### src/rtl/swmap_pkg.sv
package swmap_pkg;

    localparam int TYPE_W     = 3;
    localparam int PAGE_W     = 3;
    localparam int CPU_AW     = 16;
    localparam int CPU_DW     = 8;
    localparam int PAGE_STEP  = 12;   // block distance between low pages
    localparam int HIGH_OFF   = 34;   // offset for pages 4..7: slot + 34 + 2p

    typedef enum logic [1:0] {
        MODE_EXT,
        MODE_SWRAM,
        MODE_PAGE32,
        MODE_PAGE128
    } slot_mode_e;

    function automatic slot_mode_e mode_of(input logic [TYPE_W-1:0] code);
        case (code)
            3'd1:    return MODE_SWRAM;
            3'd2:    return MODE_PAGE32;
            3'd3:    return MODE_PAGE128;
            default: return MODE_EXT;
        endcase
    endfunction

endpackage

### src/rtl/swmap_cfg_regs.sv
module swmap_cfg_regs
    import swmap_pkg::*;
#(
    parameter int          SLOTS    = 16,
    parameter logic [15:0] CFG_ADDR = 16'hFE3E
) (
    input  logic                     clk,
    input  logic                     rst_n,
    input  logic [CPU_AW-1:0]        cpu_addr,
    input  logic [CPU_DW-1:0]        cpu_data,
    input  logic                     cpu_wr,
    output logic [SLOTS*TYPE_W-1:0]  type_flat,
    output logic [SLOTS-1:0]         type_wr_hit
);
    localparam int SEL_W = $clog2(SLOTS);

    logic cfg_wr;
    assign cfg_wr = cpu_wr && (cpu_addr == CFG_ADDR) && !cpu_data[3];

    for (genvar s = 0; s < SLOTS; s++) begin : g_slot
        logic [TYPE_W-1:0] type_q;

        assign type_wr_hit[s] = cfg_wr && (cpu_data[4 +: SEL_W] == SEL_W'(s));

        always_ff @(posedge clk) begin
            if (!rst_n)
                type_q <= '0;
            else if (type_wr_hit[s])
                type_q <= cpu_data[TYPE_W-1:0];
        end

        assign type_flat[s*TYPE_W +: TYPE_W] = type_q;
    end

endmodule

### src/rtl/swmap_page_regs.sv
module swmap_page_regs
    import swmap_pkg::*;
#(
    parameter int SLOTS = 16
) (
    input  logic                       clk,
    input  logic                       rst_n,
    input  logic [SLOTS-1:0]           clr,
    input  logic                       upd_en,
    input  logic [$clog2(SLOTS)-1:0]   upd_slot,
    input  logic [PAGE_W-1:0]          upd_page,
    output logic [SLOTS*PAGE_W-1:0]    page_flat
);
    localparam int SEL_W = $clog2(SLOTS);

    for (genvar s = 0; s < SLOTS; s++) begin : g_slot
        logic [PAGE_W-1:0] page_q;

        always_ff @(posedge clk) begin
            if (!rst_n)
                page_q <= '0;
            else if (clr[s])
                page_q <= '0;
            else if (upd_en && (upd_slot == SEL_W'(s)))
                page_q <= upd_page;
        end

        assign page_flat[s*PAGE_W +: PAGE_W] = page_q;
    end

endmodule

### src/rtl/swmap_decode.sv
module swmap_decode
    import swmap_pkg::*;
#(
    parameter int SLOTS   = 16,
    parameter int BLOCK_W = 6
) (
    input  logic [$clog2(SLOTS)-1:0] slot,
    input  logic [TYPE_W-1:0]        type_code,
    input  logic [PAGE_W-1:0]        page,
    input  logic [CPU_AW-1:0]        cpu_addr,
    input  logic                     cpu_rd,
    input  logic                     cpu_wr,
    output logic [BLOCK_W-1:0]       ram_block,
    output logic                     ram_ce,
    output logic                     ext_rom_en,
    output logic                     trig_en,
    output logic [PAGE_W-1:0]        trig_page
);
    localparam logic [CPU_AW-1:0] TRIG32_P0 = 16'hBFE0;
    localparam logic [CPU_AW-1:0] TRIG32_P1 = 16'hBFE4;
    localparam logic [CPU_AW-1:0] TRIG128   = 16'hBFF8;

    slot_mode_e         mode;
    logic               in_window;
    logic               win_access;
    logic               win_read;
    logic [BLOCK_W-1:0] base;
    logic [BLOCK_W-1:0] low_off;
    logic [BLOCK_W-1:0] high_off;

    assign mode       = mode_of(type_code);
    assign in_window  = (cpu_addr[15:14] == 2'b10);
    assign win_access = in_window && (cpu_rd || cpu_wr);
    assign win_read   = in_window && cpu_rd;
    assign base       = BLOCK_W'(slot);
    assign low_off    = BLOCK_W'(PAGE_STEP) * BLOCK_W'(page[1:0]);
    assign high_off   = BLOCK_W'(HIGH_OFF) + BLOCK_W'({page, 1'b0});

    always_comb begin
        ram_block  = '0;
        ram_ce     = 1'b0;
        ext_rom_en = 1'b0;
        trig_en    = 1'b0;
        trig_page  = '0;
        unique case (mode)
            MODE_EXT: begin
                ext_rom_en = win_access;
            end
            MODE_SWRAM: begin
                ram_block = base;
                ram_ce    = win_access;
            end
            MODE_PAGE32: begin
                ram_block = page[0] ? base + BLOCK_W'(PAGE_STEP) : base;
                ram_ce    = win_access;
                if (win_read && (cpu_addr == TRIG32_P0)) begin
                    trig_en   = 1'b1;
                    trig_page = '0;
                end else if (win_read && (cpu_addr == TRIG32_P1)) begin
                    trig_en   = 1'b1;
                    trig_page = PAGE_W'(1);
                end
            end
            MODE_PAGE128: begin
                ram_block = page[2] ? base + high_off : base + low_off;
                ram_ce    = win_access;
                if (win_read && (cpu_addr[CPU_AW-1:3] == TRIG128[CPU_AW-1:3])) begin
                    trig_en   = 1'b1;
                    trig_page = cpu_addr[2:0];
                end
            end
        endcase
    end

endmodule

### src/rtl/swrom_bank_mapper.sv
module swrom_bank_mapper
    import swmap_pkg::*;
#(
    parameter int          SLOTS    = 16,
    parameter int          BLOCK_W  = 6,
    parameter logic [15:0] CFG_ADDR = 16'hFE3E
) (
    input  logic               clk,
    input  logic               rst_n,
    input  logic [15:0]        cpu_addr,
    input  logic [7:0]         cpu_data,
    input  logic               cpu_rd,
    input  logic               cpu_wr,
    input  logic [3:0]         rom_sel,
    output logic [BLOCK_W-1:0] ram_block,
    output logic               ram_ce,
    output logic               ext_rom_en
);
    localparam int SEL_W = $clog2(SLOTS);

    logic [SLOTS*TYPE_W-1:0] type_flat;
    logic [SLOTS-1:0]        type_wr_hit;
    logic [SLOTS*PAGE_W-1:0] page_flat;
    logic [SEL_W-1:0]        slot;
    logic [TYPE_W-1:0]       act_type;
    logic [PAGE_W-1:0]       act_page;
    logic                    trig_en;
    logic [PAGE_W-1:0]       trig_page;

    assign slot     = rom_sel[SEL_W-1:0];
    assign act_type = type_flat[slot*TYPE_W +: TYPE_W];
    assign act_page = page_flat[slot*PAGE_W +: PAGE_W];

    swmap_cfg_regs #(.SLOTS(SLOTS), .CFG_ADDR(CFG_ADDR)) cfg_i (
        .clk         (clk),
        .rst_n       (rst_n),
        .cpu_addr    (cpu_addr),
        .cpu_data    (cpu_data),
        .cpu_wr      (cpu_wr),
        .type_flat   (type_flat),
        .type_wr_hit (type_wr_hit)
    );

    swmap_page_regs #(.SLOTS(SLOTS)) page_i (
        .clk       (clk),
        .rst_n     (rst_n),
        .clr       (type_wr_hit),
        .upd_en    (trig_en),
        .upd_slot  (slot),
        .upd_page  (trig_page),
        .page_flat (page_flat)
    );

    swmap_decode #(.SLOTS(SLOTS), .BLOCK_W(BLOCK_W)) dec_i (
        .slot       (slot),
        .type_code  (act_type),
        .page       (act_page),
        .cpu_addr   (cpu_addr),
        .cpu_rd     (cpu_rd),
        .cpu_wr     (cpu_wr),
        .ram_block  (ram_block),
        .ram_ce     (ram_ce),
        .ext_rom_en (ext_rom_en),
        .trig_en    (trig_en),
        .trig_page  (trig_page)
    );

endmodule

### config.mk
export PLATFORM = sky130hd
export DESIGN_NAME = swrom_bank_mapper
export DESIGN_NICKNAME = d
export VERILOG_FILES = /design/src/rtl/swmap_pkg.sv /design/src/rtl/swmap_cfg_regs.sv /design/src/rtl/swmap_page_regs.sv /design/src/rtl/swmap_decode.sv /design/src/rtl/swrom_bank_mapper.sv
export SDC_FILE = /design/constraint.sdc
export NUM_CORES = 1
export LEC_CHECK = 0
export ABC_AREA = 1
export BUFFER_PORTS_ARGS = -buffer_cell sky130_fd_sc_hd__clkbuf_2
export CAP_MARGIN = 20
export CELL_PAD_IN_SITES_DETAIL_PLACEMENT = 2
export CELL_PAD_IN_SITES_GLOBAL_PLACEMENT = 2
export CORE_MARGIN = 8
export CORE_UTILIZATION = 34
export CTS_CLUSTER_SIZE = 14
export DETAILED_ROUTE_END_ITERATION = 16
export PLACE_DENSITY_LB_ADDON = 0.25
export RECOVER_POWER = 25
export SLEW_MARGIN = 20
export SYNTH_ARGS = -nofsm -noshare
export SYNTH_HDL_FRONTEND = slang
export SYNTH_SLANG_ARGS = --single-unit
### constraint.sdc
create_clock -name clk -period 4.3 [get_ports clk]
set_input_delay 0.86 -clock clk [delete_from_list [all_inputs] [get_ports clk]]
set_output_delay 0.86 -clock clk [all_outputs]
set_load 0.01 [all_outputs]
==> results of run 1 <==
-- per-stage QoR --
| step | power (mW) | worst slack, ns |
|---|---|---|
| after floorplan | 1.03 | 0.300 |
| after global routing | 2.02 | -0.0512 |
| final | 1.95 | 0.118 |
| after detailed placement | 1.12 | 0.00458 |
| after CTS | 1.96 | 0.0154 |
| after global placement | 1.11 | 0.148 |
-- worst paths after layout --
path	endpoint	slack, ns	cells after the start
worst max-delay path	ram_block[4]	0.12	16
worst min-delay path	cfg_i.g_slot[10].type_q[0]	0.45	2
worst max register to register	page_i.g_slot[11].page_q[1]	1.94	11
worst min register to register	cfg_i.g_slot[10].type_q[0]	0.45	2
-- cell usage after synthesis, drive strengths merged --
master / n
ha: 13
clkbuf: 11
a31oi: 3
nor2: 65
clkinv: 2
nand3: 89
nand2: 195
nand4: 13
o211ai: 3
o21ai: 62
a21oi: 102
nor4: 1
buf: 20
nor3: 8
dfxtp: 96
a22oi: 12
xnor2: 3
inv: 84
fa: 2
-- repair_timing --
action,CTS,global route
setup endpoints to repair,1,3
resized for setup,1,17
pin swaps,0,2
-- logic make-up (layout without fill, tap and decap cells) --
group | after synthesis | in the layout | share of synthesized area [%]
AND/OR/NAND/NOR | 371 | 371 | 31.4
AO/OA/AOI/OAI | 182 | 182 | 17.9
buffers and inverters | 117 | 162 | 10.3
flip-flops | 96 | 96 | 36.1
adder cells (fa/ha/maj) | 15 | 15 | 3.81
XOR/XNOR | 3 | 3 | 0.494
-- area by class of cell --
type	count	area (um2)	area share, %
multi-input cells	571	2890	47.6
flip-flops and latches	96	1920	31.6
repair buffers	60	369	6.07
inverters	86	325	5.35
well taps	211	264	4.34
clock buffers	11	253	4.16
clock inverters	5	55.1	0.906
-- report_power, final --
| part | total [mW] | switching [mW] | internal, mW |
|---|---|---|---|
| Combinational | 0.215 | 0.148 | 0.0676 |
| Clock | 0.844 | 0.363 | 0.481 |
| Sequential | 0.888 | 0.000000105 | 0.888 |
| Total | 1.95 | 0.511 | 1.44 |
-- layer usage --
layer	vias to the layer above	GRT usage, %	routed length, um
met5	-	0	0
met2	74	37.1	10300
met3	22	3.61	660
met4	0	5.54	320
met1	2765	25.2	9030
li1	2671	-	-
-- worst max-delay path, delay by kind of cell --
| kind | cells | cell delay (ns) |
|---|---|---|
| AOI/OAI and AO/OA | 2 | 0.36 |
| xor gates and xnor gates | 1 | 0.14 |
| and+or+nand+nor | 5 | 0.48 |
| buffers and inverters | 5 | 0.65 |
| adders and majority gates | 3 | 0.82 |
-- state kept, by name, summed over array words and instances, names as in the netlist --
register,cells
cfg_i.g_slot.type_q,48
page_i.g_slot.page_q,48
==> results by group, run 1 <==
Worst setup path
  • Worst R2R Start: cfg_i.g_slot[14].type_q[1]
  • Slowest CP cell: fa_1
  • Crit. End Element: primary output
  • CP Launch Point: rom_sel[0]
  • CP Max Fanout: 6
  • Setup crit start kind: input port
  • CP arrival: 3.32 ns
  • Worst EP required: about 3.4 ns
  • Critical path type: in2out
  • Worst stage delay on the critical path: 0.37 ns
  • Crit-path cells: clkbuf_4 > nand2_2 > inv_1 > buf_4 > a22oi_1 > nand3_1 > nand3_1 > nand2_2 > ha_1 > ha_1 > inv_1 > fa_1 > xnor2_1 > o211ai_1 > nand2_1 > clkbuf_2

Clock network
  • Hold buffer count at CTS: 0
  • TritonCTS clock tree: yes
  • Clk root buf: clkbuf_16
  • Post-CTS Setup Bufs: 0
  • CTS H-tree depth: 3
  • Clock Tree Buf Depth: 2
  • Worst skew pair latency: 0.35 ns
  • TritonCTS Buffers: 9
  • CTS sink count: between 90 and 100
  • Worst-path clk slew: 0.07 ns

Synthesis
  • Post-synthesis register bit count: 96
  • Cell count after synthesis: roughly 780
  • Top cell type's share of synthesized area: 36.1%
  • Syn nets: 831
  • Area leader, netlist: dfxtp_1
  • Post-synthesis sequential area ratio: 36.1%
  • Yosys warns: 0
  • Synth top area cells: dfxtp_1, nand2_1, a21oi_1
  • Mapped Area: 0.00532 mm2
  • Mapped Avg Cell Area: approximately 6.8 um2
  • Number of distinct library cells after synthesis: 32

STA
  • Fmax: roughly 240 MHz
  • Max-slew violations: 0
  • Final hold viol count: 0
  • Setup TNS Final: 0 ns
  • Slew HR: 31.4%
  • Hold Slack: 0.447 ns
  • Final Critical Period: about 4.2 ns
  • Period utilisation layout: 97.3%
  • Worst Tran Pin Value: just over 1 ns
  • Final Skew: 0.00460 ns
  • Setup Viol. Count Final: 0

Routing
  • Vias post-DR: ~5500
  • Remaining DRCs: 0
  • Drt wl/cell: 19.5 um
  • DR vias/cell: 5.32
  • Overall routed net length: 20.3 mm
  • First-pass DRT Iterations: 4
  • 1st-iter DRT viols: around 190
  • Final ANT Viol Nets: 0

Layout
  • Final instance area: 0.00608 mm2
  • Commonest cells after routing, fill and taps aside: nand2_1, a21oi_1, dfxtp_1
  • Fin util: roughly 40%
  • Leading cell type in the layout, fill and taps excluded: nand2_1
  • Nets@finish: 871
  • Fin cells: 1040
  • Fillers: between 1500 and 2000
  • Antenna cells: 0
  • Share of layout cells above drive strength 1: 12.4%
  • Area grow syn2layout: 14.4%

Pwr
  • Lkg Pwr: 2.30 nW
  • PwrDens: 320 mW/mm2
  • Max VDD drop: 0.179 mV

Place
  • DP HPWL: 15.1 mm
  • PortBufs: 39
  • GP Congestion: between 0.8 and 0.9
  • Dpl cell area: 0.00571 mm2
  • Placed Instances: 1024

Die
  • Vert. Die Dim: roughly 140 um
  • Io pins: 40
  • Core Region: between 0.015 and 0.02 mm2
  • DIE AREA: 0.0199 mm2
  • Initial Util: 34.8%
  • Rows: 45
  • Die X: 141 um

GRT
  • Largest net degree at the start of global routing: 65
  • Grt total ovfl: 0
  • Vias in the first global route: between 6000 and 7000
  • Gr usage total: about a fifth
  • Initial antenna violation count: 0
  • First-pass GRT wire length: 32.5 mm

Outcome
  • Status: finished clean

Min path
  • Min-delay src: cfg_i.g_slot[10].type_q[0]
  • Class of the worst hold path: reg2reg

Run
  • Max Cap Violations: 0
Note: power is estimated with default switching activity, not from simulation.
==> inputs of run 2 (changes only) <==
--- a/config.mk
+++ b/config.mk
@@ -11,7 +11,7 @@
 export CELL_PAD_IN_SITES_DETAIL_PLACEMENT = 2
 export CELL_PAD_IN_SITES_GLOBAL_PLACEMENT = 2
 export CORE_MARGIN = 8
-export CORE_UTILIZATION = 34
+export CORE_UTILIZATION = 31
 export CTS_CLUSTER_SIZE = 14
 export DETAILED_ROUTE_END_ITERATION = 16
 export PLACE_DENSITY_LB_ADDON = 0.25
==> constraint.sdc (replaced) <==
create_clock -name clk -period 3.55 [get_ports clk]
set_input_delay 0.71 -clock clk [delete_from_list [all_inputs] [get_ports clk]]
set_output_delay 0.71 -clock clk [all_outputs]
set_load 0.01 [all_outputs]
==> run 2 against run 1 <==
The flow now finishes with violations (setup timing). Register-to-register slack worse by 0.87 ns. Total power increased by 24%. Sequential share of layout area decreased by 1.9 points. Flip-flop and latch count did not move. Sequential power up 22%. Largest cell class unchanged.
==> results by group, run 2 (same netlist as run 1, synthesis figures left out) <==
Pwr
  • PwrDens: 374 mW/mm2 (+17%)
  • Psw: 655 uW (+28%)
  • Comb power frac: 13.2% (+2.1 points)
  • Switching share of power: 27.1% (+0.88 points)
  • Max VDD drop: 0.228 mV (+28%)
  • Internal cell power: 1.76 mW (+22%)
  • Flop pwr share: 44.6% (-1.0 points)
  • Clk pwr share: 42.3% (-1.0 points)
  • Lkg Pwr: 2.44 nW (+6.3%)

Min path
  • Class of the worst hold path: reg2reg

Layout
  • Final instance area: 0.00646 mm2 (+6.3%)
  • Commonest cells after routing, fill and taps aside: nand2_1, a21oi_1, dfxtp_1
  • Seq. cell area: 0.00192 mm2 (unchanged)
  • Share of layout cells above drive strength 1: 17.8% (+5.4 points)
  • Leading cell type in the layout, fill and taps excluded: nand2_1
  • Antenna cells: 0 (unchanged)
  • Nets@finish: 896 (+2.9%)
  • Fillers: 2045 (+12%)
  • Largest registers: cfg_i.g_slot.type_q (48), page_i.g_slot.page_q (48)
  • Multi-input gate area: 0.00304 mm2 (+5.1%)
  • Area grow syn2layout: 21.6%

STA
  • Final Skew: 0.0100 ns (+0.00543 ns)
  • Setup WS post-layout: -0.253 ns (-0.371 ns)
  • Fmax: 263 MHz
  • Final Critical Period: 3.80 ns
  • Max-slew violations: 0 (unchanged)
  • Setup TNS Final: -0.595 ns (-0.595 ns)
  • Slew HR: 35.3% (+3.9 points)
  • Worst Tran Pin Value: 0.971 ns (-0.0590 ns)
  • RSZ-0062 raised after global routing: yes
  • Final hold viol count: 0 (unchanged)
  • Setup Viol. Count Final: 3 (+3)
  • Period utilisation layout: 107%

Place
  • PortBufs: 39 (unchanged)
  • GP Congestion: 0.873 (+3.0%)
  • DP HPWL: 15.8 mm (+4.5%)
  • Place WS: -0.424 ns (-0.428 ns)
  • Dpl cell area: 0.00585 mm2 (+2.3%)

Routing
  • 1st-iter DRT viols: 188 (-3.1%)
  • Overall routed net length: 21.8 mm (+7.5%)
  • Drt wl/cell: 20.2 um (+3.6%)
  • Vias post-DR: 5695 (+2.9%)
  • First-pass DRT Iterations: 4 (unchanged)
  • Final ANT Viol Nets: 0 (unchanged)
  • Remaining DRCs: 0 (unchanged)
  • DR vias/cell: 5.28 (-0.77%)

GRT
  • Largest net degree at the start of global routing: 65 (unchanged)
  • Grt total ovfl: 0 (unchanged)
  • Initial antenna violation count: 0 (unchanged)
  • Gr usage total: 20.2% (-0.56 points)
  • First-pass GRT wire length: 34.1 mm (+4.9%)
  • Vias in the first global route: 6334 (+4.6%)

Clock network
  • Clock Tree Buf Depth: 2 (unchanged)
  • TritonCTS Buffers: 9 (unchanged)
  • TritonCTS clock tree: yes
  • Hold buffer count at CTS: 0 (unchanged)
  • CTS H-tree depth: 3 (unchanged)
  • Worst skew pair latency: 0.36 ns (about the same)
  • CTS sink count: 96 (unchanged)
  • Clk root buf: clkbuf_16
  • Worst-path clk slew: 0.07 ns (about the same)

Die
  • Vert. Die Dim: 147 um (+4.2%)
  • Core Region: 0.0171 mm2 (+12%)
  • Die X: 147 um (+4.2%)
  • Io pins: 40 (unchanged)
  • DIE AREA: 0.0216 mm2 (+8.6%)
  • Rows: 48 (+6.7%)
  • Initial Util: 31.2% (-3.7 points)

Worst setup path
  • Critical path type: in2out
  • Crit. End Element: primary output
  • Setup crit start kind: input port
  • CP Max Fanout: 5 (-1)
  • CP arrival: 3.09 ns (-0.23 ns)
  • Worst EP required: 2.84 ns (-0.60 ns)

Outcome
  • Failing checks: setup timing
  • Status: finished, violations left

Run
  • Max Cap Violations: 0 (unchanged)
run 2: changes by cell type in the layout (fill, tap and decap cells not counted), sizes merged:
cell	change
nor2	+1
clkinv	-1
buf	+21
clkbuf	+3
inv	+1
run 2: path summary, 6_finish.rpt:
kind,depth (start not counted),slack [ns],from,endpoint
hold / removal,2,0.45,cfg_i.g_slot[9].type_q[0],cfg_i.g_slot[9].type_q[0]
setup reg to reg,13,1.07,cfg_i.g_slot[8].type_q[2],page_i.g_slot[7].page_q[2]
hold reg to reg,2,0.45,cfg_i.g_slot[9].type_q[0],cfg_i.g_slot[9].type_q[0]
setup / recovery,16,-0.25,rom_sel[1],ram_block[3]
run 2: critical path, cell delays in order:
cell,delay [ns]
clkbuf_16,0.14
nor2_4,0.07
buf_4,0.14
buf_4,0.12
a22oi_2,0.15
nand3_1,0.13
nand3_2,0.11
nand2_4,0.08
ha_4,0.28
ha_4,0.13
inv_2,0.04
fa_2,0.52
nand2_2,0.05
o211ai_1,0.10
nand3_1,0.14
buf_2,0.17
run 2: area by class of cell:
| cell class | instances | share of cell area, % |
|---|---|---|
| Timing Repair inverter | 1 | 0.0581 |
| Clock inverter | 4 | 0.833 |
| Sequential cell | 96 | 29.7 |
| Clock buffer | 12 | 3.81 |
| Timing Repair Buffer | 83 | 8.85 |
| Multi-Input combinational cell | 572 | 47.0 |
| Inverter | 86 | 5.32 |
| Tap cell | 225 | 4.36 |
run 2: power by group through the flow:
stage               Combinational, mW  Clock, mW  Sequential [mW]
floorplan                       0.157          0             1.10
global placement                0.257          0             1.10
detailed placement              0.270          0             1.10
CTS                             0.303       1.04             1.08
global route                    0.345       1.08             1.08
finish                          0.318       1.02             1.08
run 2: through the flow:
stage	hold WS, ns	power (mW)	cells	util, %
3_5_place_dp	0.440	1.37	1048	34.3
3_3_place_gp	0.430	1.36	1048	34.3
4_1_cts	0.451	2.42	1076	37.4
5_1_grt	0.475	2.51	1079	37.9
2_1_floorplan	0.424	1.26	784	-
6_report	0.448	2.41	1079	37.9
run 2: layer usage:
metal	global-route usage, %	share of wire [%]	up-vias
met5	0	0	-
met3	2.34	2.0	39
li1	-	-	2718
met2	36.4	51	84
met1	23.5	44	2854
met4	9.54	2.9	0
run 2: timing repair:
item | in CTS | in global routing
gates resized for setup | 35 | 17
buffers inserted | 10 | 3
pin swaps | 18 | 12
setup endpoints to repair | 5 | 4
gates cloned | 2 | 0
==> inputs of run 3 (changes only) <==
--- a/config.mk
+++ b/config.mk
@@ -5,16 +5,15 @@
 export SDC_FILE = /design/constraint.sdc
 export NUM_CORES = 1
 export LEC_CHECK = 0
-export ABC_AREA = 1
 export BUFFER_PORTS_ARGS = -buffer_cell sky130_fd_sc_hd__clkbuf_2
 export CAP_MARGIN = 20
 export CELL_PAD_IN_SITES_DETAIL_PLACEMENT = 2
 export CELL_PAD_IN_SITES_GLOBAL_PLACEMENT = 2
 export CORE_MARGIN = 8
-export CORE_UTILIZATION = 31
+export CORE_UTILIZATION = 35
 export CTS_CLUSTER_SIZE = 14
 export DETAILED_ROUTE_END_ITERATION = 16
-export PLACE_DENSITY_LB_ADDON = 0.25
+export PLACE_DENSITY_LB_ADDON = 0.1
 export RECOVER_POWER = 25
 export SLEW_MARGIN = 20
 export SYNTH_ARGS = -nofsm -noshare
==> run 3 against run 2 <==
The run still ends with setup timing left. Die area shrank 4.8%. Clock power barely moved. Sequential share of layout area decreased by 2.7 points. Combinational power down 24%. Utilization increased by 6.8 points. Sequential power is essentially flat. Cell area increased by 9.9%. Via count is 8.2% lower. Count of clock-buffer cells in the layout shrank 1. Register-to-register slack better by 0.13 ns. Total power decreased by 3.4%. Flip-flop and latch count unchanged. Critical endpoint is now ram_block[4].
==> results by group, run 3 <==
Outcome
  • Status: finished, violations left
  • Failing checks: setup timing

Routing
  • Final ANT Viol Nets: 0 (unchanged)
  • Overall routed net length: 21.8 mm (about the same)
  • Drt wl/cell: 23.7 um (+17%)
  • DR top layer: met4
  • Remaining DRCs: 0 (unchanged)
  • Vias post-DR: 5226 (-8.2%)
  • DR WL met2: 11.2 mm (+1.1%)
  • Met1 WL: 9.16 mm (-5.1%)
  • 1st-iter DRT viols: 251 (+34%)
  • DR vias/cell: 5.67 (+7.5%)
  • WL met3: 798 um (+84%)
  • First-pass DRT Iterations: 4 (unchanged)

Layout
  • Multi-input gate area: 0.00370 mm2 (+22%)
  • Seq. cell area: 0.00192 mm2 (unchanged)
  • Final instance area: 0.00710 mm2 (+9.9%)
  • Share of layout cells above drive strength 1: 25.1% (+7.3 points)
  • Commonest cells after routing, fill and taps aside: dfxtp_1, o21a_1, nand2_1
  • Leading cell type in the layout, fill and taps excluded: dfxtp_1
  • Fillers: 1738 (-15%)
  • Fin cells: 921 (-15%)
  • Largest registers: cfg_i.g_slot.type_q (48), page_i.g_slot.page_q (48)
  • Area grow syn2layout: 25.0%
  • Antenna cells: 0 (unchanged)
  • Nets@finish: 748 (-17%)
  • Fin util: 44.7% (+6.8 points)

Pwr
  • PwrDens: 328 mW/mm2 (-12%)
  • Max VDD drop: 0.202 mV (-12%)
  • Lkg Pwr: 2.56 nW (+5.1%)

Synthesis
  • Ys flop type: dfxtp_1
  • Syn nets: 674 (-19%)
  • XOR/XNOR share of the synthesized area: 0.463% (-0.032 points)
  • Number of distinct library cells after synthesis: 50 (+56%)
  • Area leader, netlist: dfxtp_1
  • Top cell type's share of synthesized area: 33.8% (-2.3 points)
  • Cell count after synthesis: 627 (-20%)
  • Synth Area in Adders: 3.57% (-0.24 points)
  • Mapped Avg Cell Area: 9.06 um2 (+34%)
  • Mapped Area: 0.00568 mm2 (+6.8%)
  • Synth Area in Simple Gates: 19.4% (-12 points)
  • Yosys warns: 0 (unchanged)
  • Post-synthesis register bit count: 96 (unchanged)
  • Synth top area cells: dfxtp_1, mux4_2, o21a_1
  • Main combinational cell family by area after synthesis: compound AO/OA/AOI/OAI gates
  • Most frequent cell after synthesis: dfxtp_1
  • Post-synth top cells: dfxtp_1, o21a_1, nand2_1
  • Post-synth EDFFs: 0 (unchanged)
  • Ys async rst share: 0% (unchanged)
  • Post-synthesis sequential area ratio: 33.8% (-2.3 points)
  • Synth Area in Compound Gates: 22.1% (+4.2 points)
  • Post-synthesis mux area share: 16.4% (+16 points)

STA
  • Max-slew violations: 0 (unchanged)
  • Setup WS post-layout: -0.741 ns (-0.487 ns)
  • Final Skew: 0.00954 ns (-0.000491 ns)
  • Fmax: 233 MHz (-11%)
  • Slew HR: 32.5% (-2.8 points)
  • Final hold viol count: 0 (unchanged)
  • Hold Slack: 0.493 ns (+0.0453 ns)
  • Setup Viol. Count Final: 6 (+3)
  • Final Critical Period: 4.29 ns (+0.487 ns)
  • Worst Tran Pin Value: 1.01 ns (+0.0420 ns)
  • RSZ-0062 raised after global routing: yes
  • Period utilisation layout: 121% (+14 points)
  • Setup TNS Final: -2.46 ns (-1.87 ns)

Clock network
  • TritonCTS Buffers: 9 (unchanged)
  • Clock Tree Buf Depth: 2 (unchanged)
  • CTS sink count: 96 (unchanged)
  • Worst skew pair latency: 0.35 ns (about the same)
  • TritonCTS clock tree: yes
  • Clk root buf: clkbuf_16
  • CTS H-tree depth: 3 (unchanged)
  • Hold buffer count at CTS: 0 (unchanged)
  • Worst-path clk slew: 0.07 ns (about the same)

Worst setup path
  • Crit path depth: 14 (-2)
  • CP Max Fanout: 5 (unchanged)
  • Worst stage delay on the critical path: 0.57 ns (+0.05 ns)
  • CP Launch Point: rom_sel[0]
  • CP delay by family, top: multiplexers
  • Slowest CP cell: mux4_2
  • Critical path type: in2out
  • CP arrival: 3.58 ns (+0.49 ns)
  • Worst Path Buf+Inv: 4 (-1)
  • Crit. End Element: primary output
  • Crit-path cells: clkbuf_16 > buf_12 > mux4_2 > mux4_2 > ha_4 > ha_4 > inv_2 > fa_2 > xor2_1 > nand2_1 > o211ai_1 > o31ai_1 > and2_1 > buf_2
  • Setup crit start kind: input port
  • R2R cell count: 9 (-4)
  • Worst R2R Start: cfg_i.g_slot[8].type_q[0]
  • Worst EP required: 2.84 ns (about the same)

Die
  • Initial Util: 35.8% (+4.6 points)
  • Io pins: 40 (unchanged)
  • Rows: 46 (-4.2%)
  • DIE AREA: 0.0206 mm2 (-4.8%)
  • Die X: 143 um (-2.4%)
  • Vert. Die Dim: 143 um (-2.4%)
  • Core Region: 0.0159 mm2 (-6.9%)

Place
  • Dpl cell area: 0.00647 mm2 (+11%)
  • DP HPWL: 15.4 mm (-2.6%)
  • GP Congestion: 0.827 (-5.2%)
  • Placed Instances: 892 (-15%)
  • PortBufs: 39 (unchanged)

Min path
  • Class of the worst hold path: reg2reg
  • Min-delay src: cfg_i.g_slot[5].type_q[1]
  • Worst hold path depth: 2 (unchanged)

Run
  • Max Cap Violations: 0 (unchanged)

GRT
  • Vias in the first global route: 5726 (-9.6%)
  • First-pass GRT wire length: 33.9 mm (-0.81%)
  • Initial antenna violation count: 0 (unchanged)
  • Largest net degree at the start of global routing: 65 (unchanged)
  • Grt total ovfl: 0 (unchanged)
  • Gr usage total: 22.0% (+1.7 points)
run 3: changes by cell type after synthesis, sizes merged, moves of 15 or more:
cell	change
a21boi	+46
and2	+18
a21oi	-101
mux2i	+31
mux4	+26
inv	-75
nand3	-80
nand2	-144
nor2	-15
nor2b	+33
o21a	+64
run 3: worst register-to-register path, stage by stage, from the launching register on:
cell and delay (ns):
dfxtp_1 0.34, mux4_2 0.25, mux2i_1 0.07, buf_4 0.15, mux2i_2 0.30, buf_4 0.25, mux2i_4 0.28, buf_12 0.26
o21ai_0 0.19, a21boi_1 0.19
run 3: metrics by stage:
stage | power [mW] | setup WS, ns
2_1_floorplan | 1.22 | -0.663
3_3_place_gp | 1.30 | -0.750
3_5_place_dp | 1.31 | -0.869
4_1_cts | 2.35 | -0.757
5_1_grt | 2.42 | -0.833
6_report | 2.33 | -0.741
run 3: cell families (layout without fill, tap and decap cells):
family | after synthesis | after routing
muxes | 60 | 60
AOI/OAI and AO/OA | 186 | 186
xor gates and xnor gates | 3 | 3
DFF | 96 | 96
adders and majority gates | 15 | 15
and+or+nand+nor | 213 | 213
buffers and inverters | 54 | 132
run 3: layout make-up:
| cell class | instances | share of cell area [%] |
|---|---|---|
| Clock buffer | 11 | 3.42 |
| Multi-Input combinational cell | 477 | 52.1 |
| Clock inverter | 4 | 0.757 |
| Timing Repair Buffer | 107 | 12.3 |
| Tap cell | 216 | 3.80 |
| Sequential cell | 96 | 27.1 |
| Inverter | 10 | 0.564 |
run 3: path summary, 6_finish.rpt:
check | endpoint | slack [ns]
worst max register to register | page_i.g_slot[11].page_q[0] | 1.20
worst min-delay path | cfg_i.g_slot[5].type_q[1] | 0.49
worst min register to register | cfg_i.g_slot[5].type_q[1] | 0.49
worst max-delay path | ram_block[4] | -0.74
run 3: layer usage:
metal | GRT usage (%) | up-vias
met5 | 0 | -
met4 | 8.80 | 0
met3 | 3.02 | 36
met2 | 39.3 | 102
met1 | 25.9 | 2689
li1 | - | 2399
run 3: timing repair:
action                                  4_1_cts  5_1_grt
setup buffers                                12        0
gates cloned                                  3        0
pin swaps                                    16        7
hold endpoints to repair                      0        0
endpoints found under the setup margin        8        8
resized for setup                            38        9
run 3: report_power, final:
part	leakage, nW	internal (mW)	switching (mW)
Clock	0.138	0.566	0.450
Sequential	0.773	1.08	0.0000000897
Combinational	1.65	0.110	0.131
Total	2.56	1.75	0.581
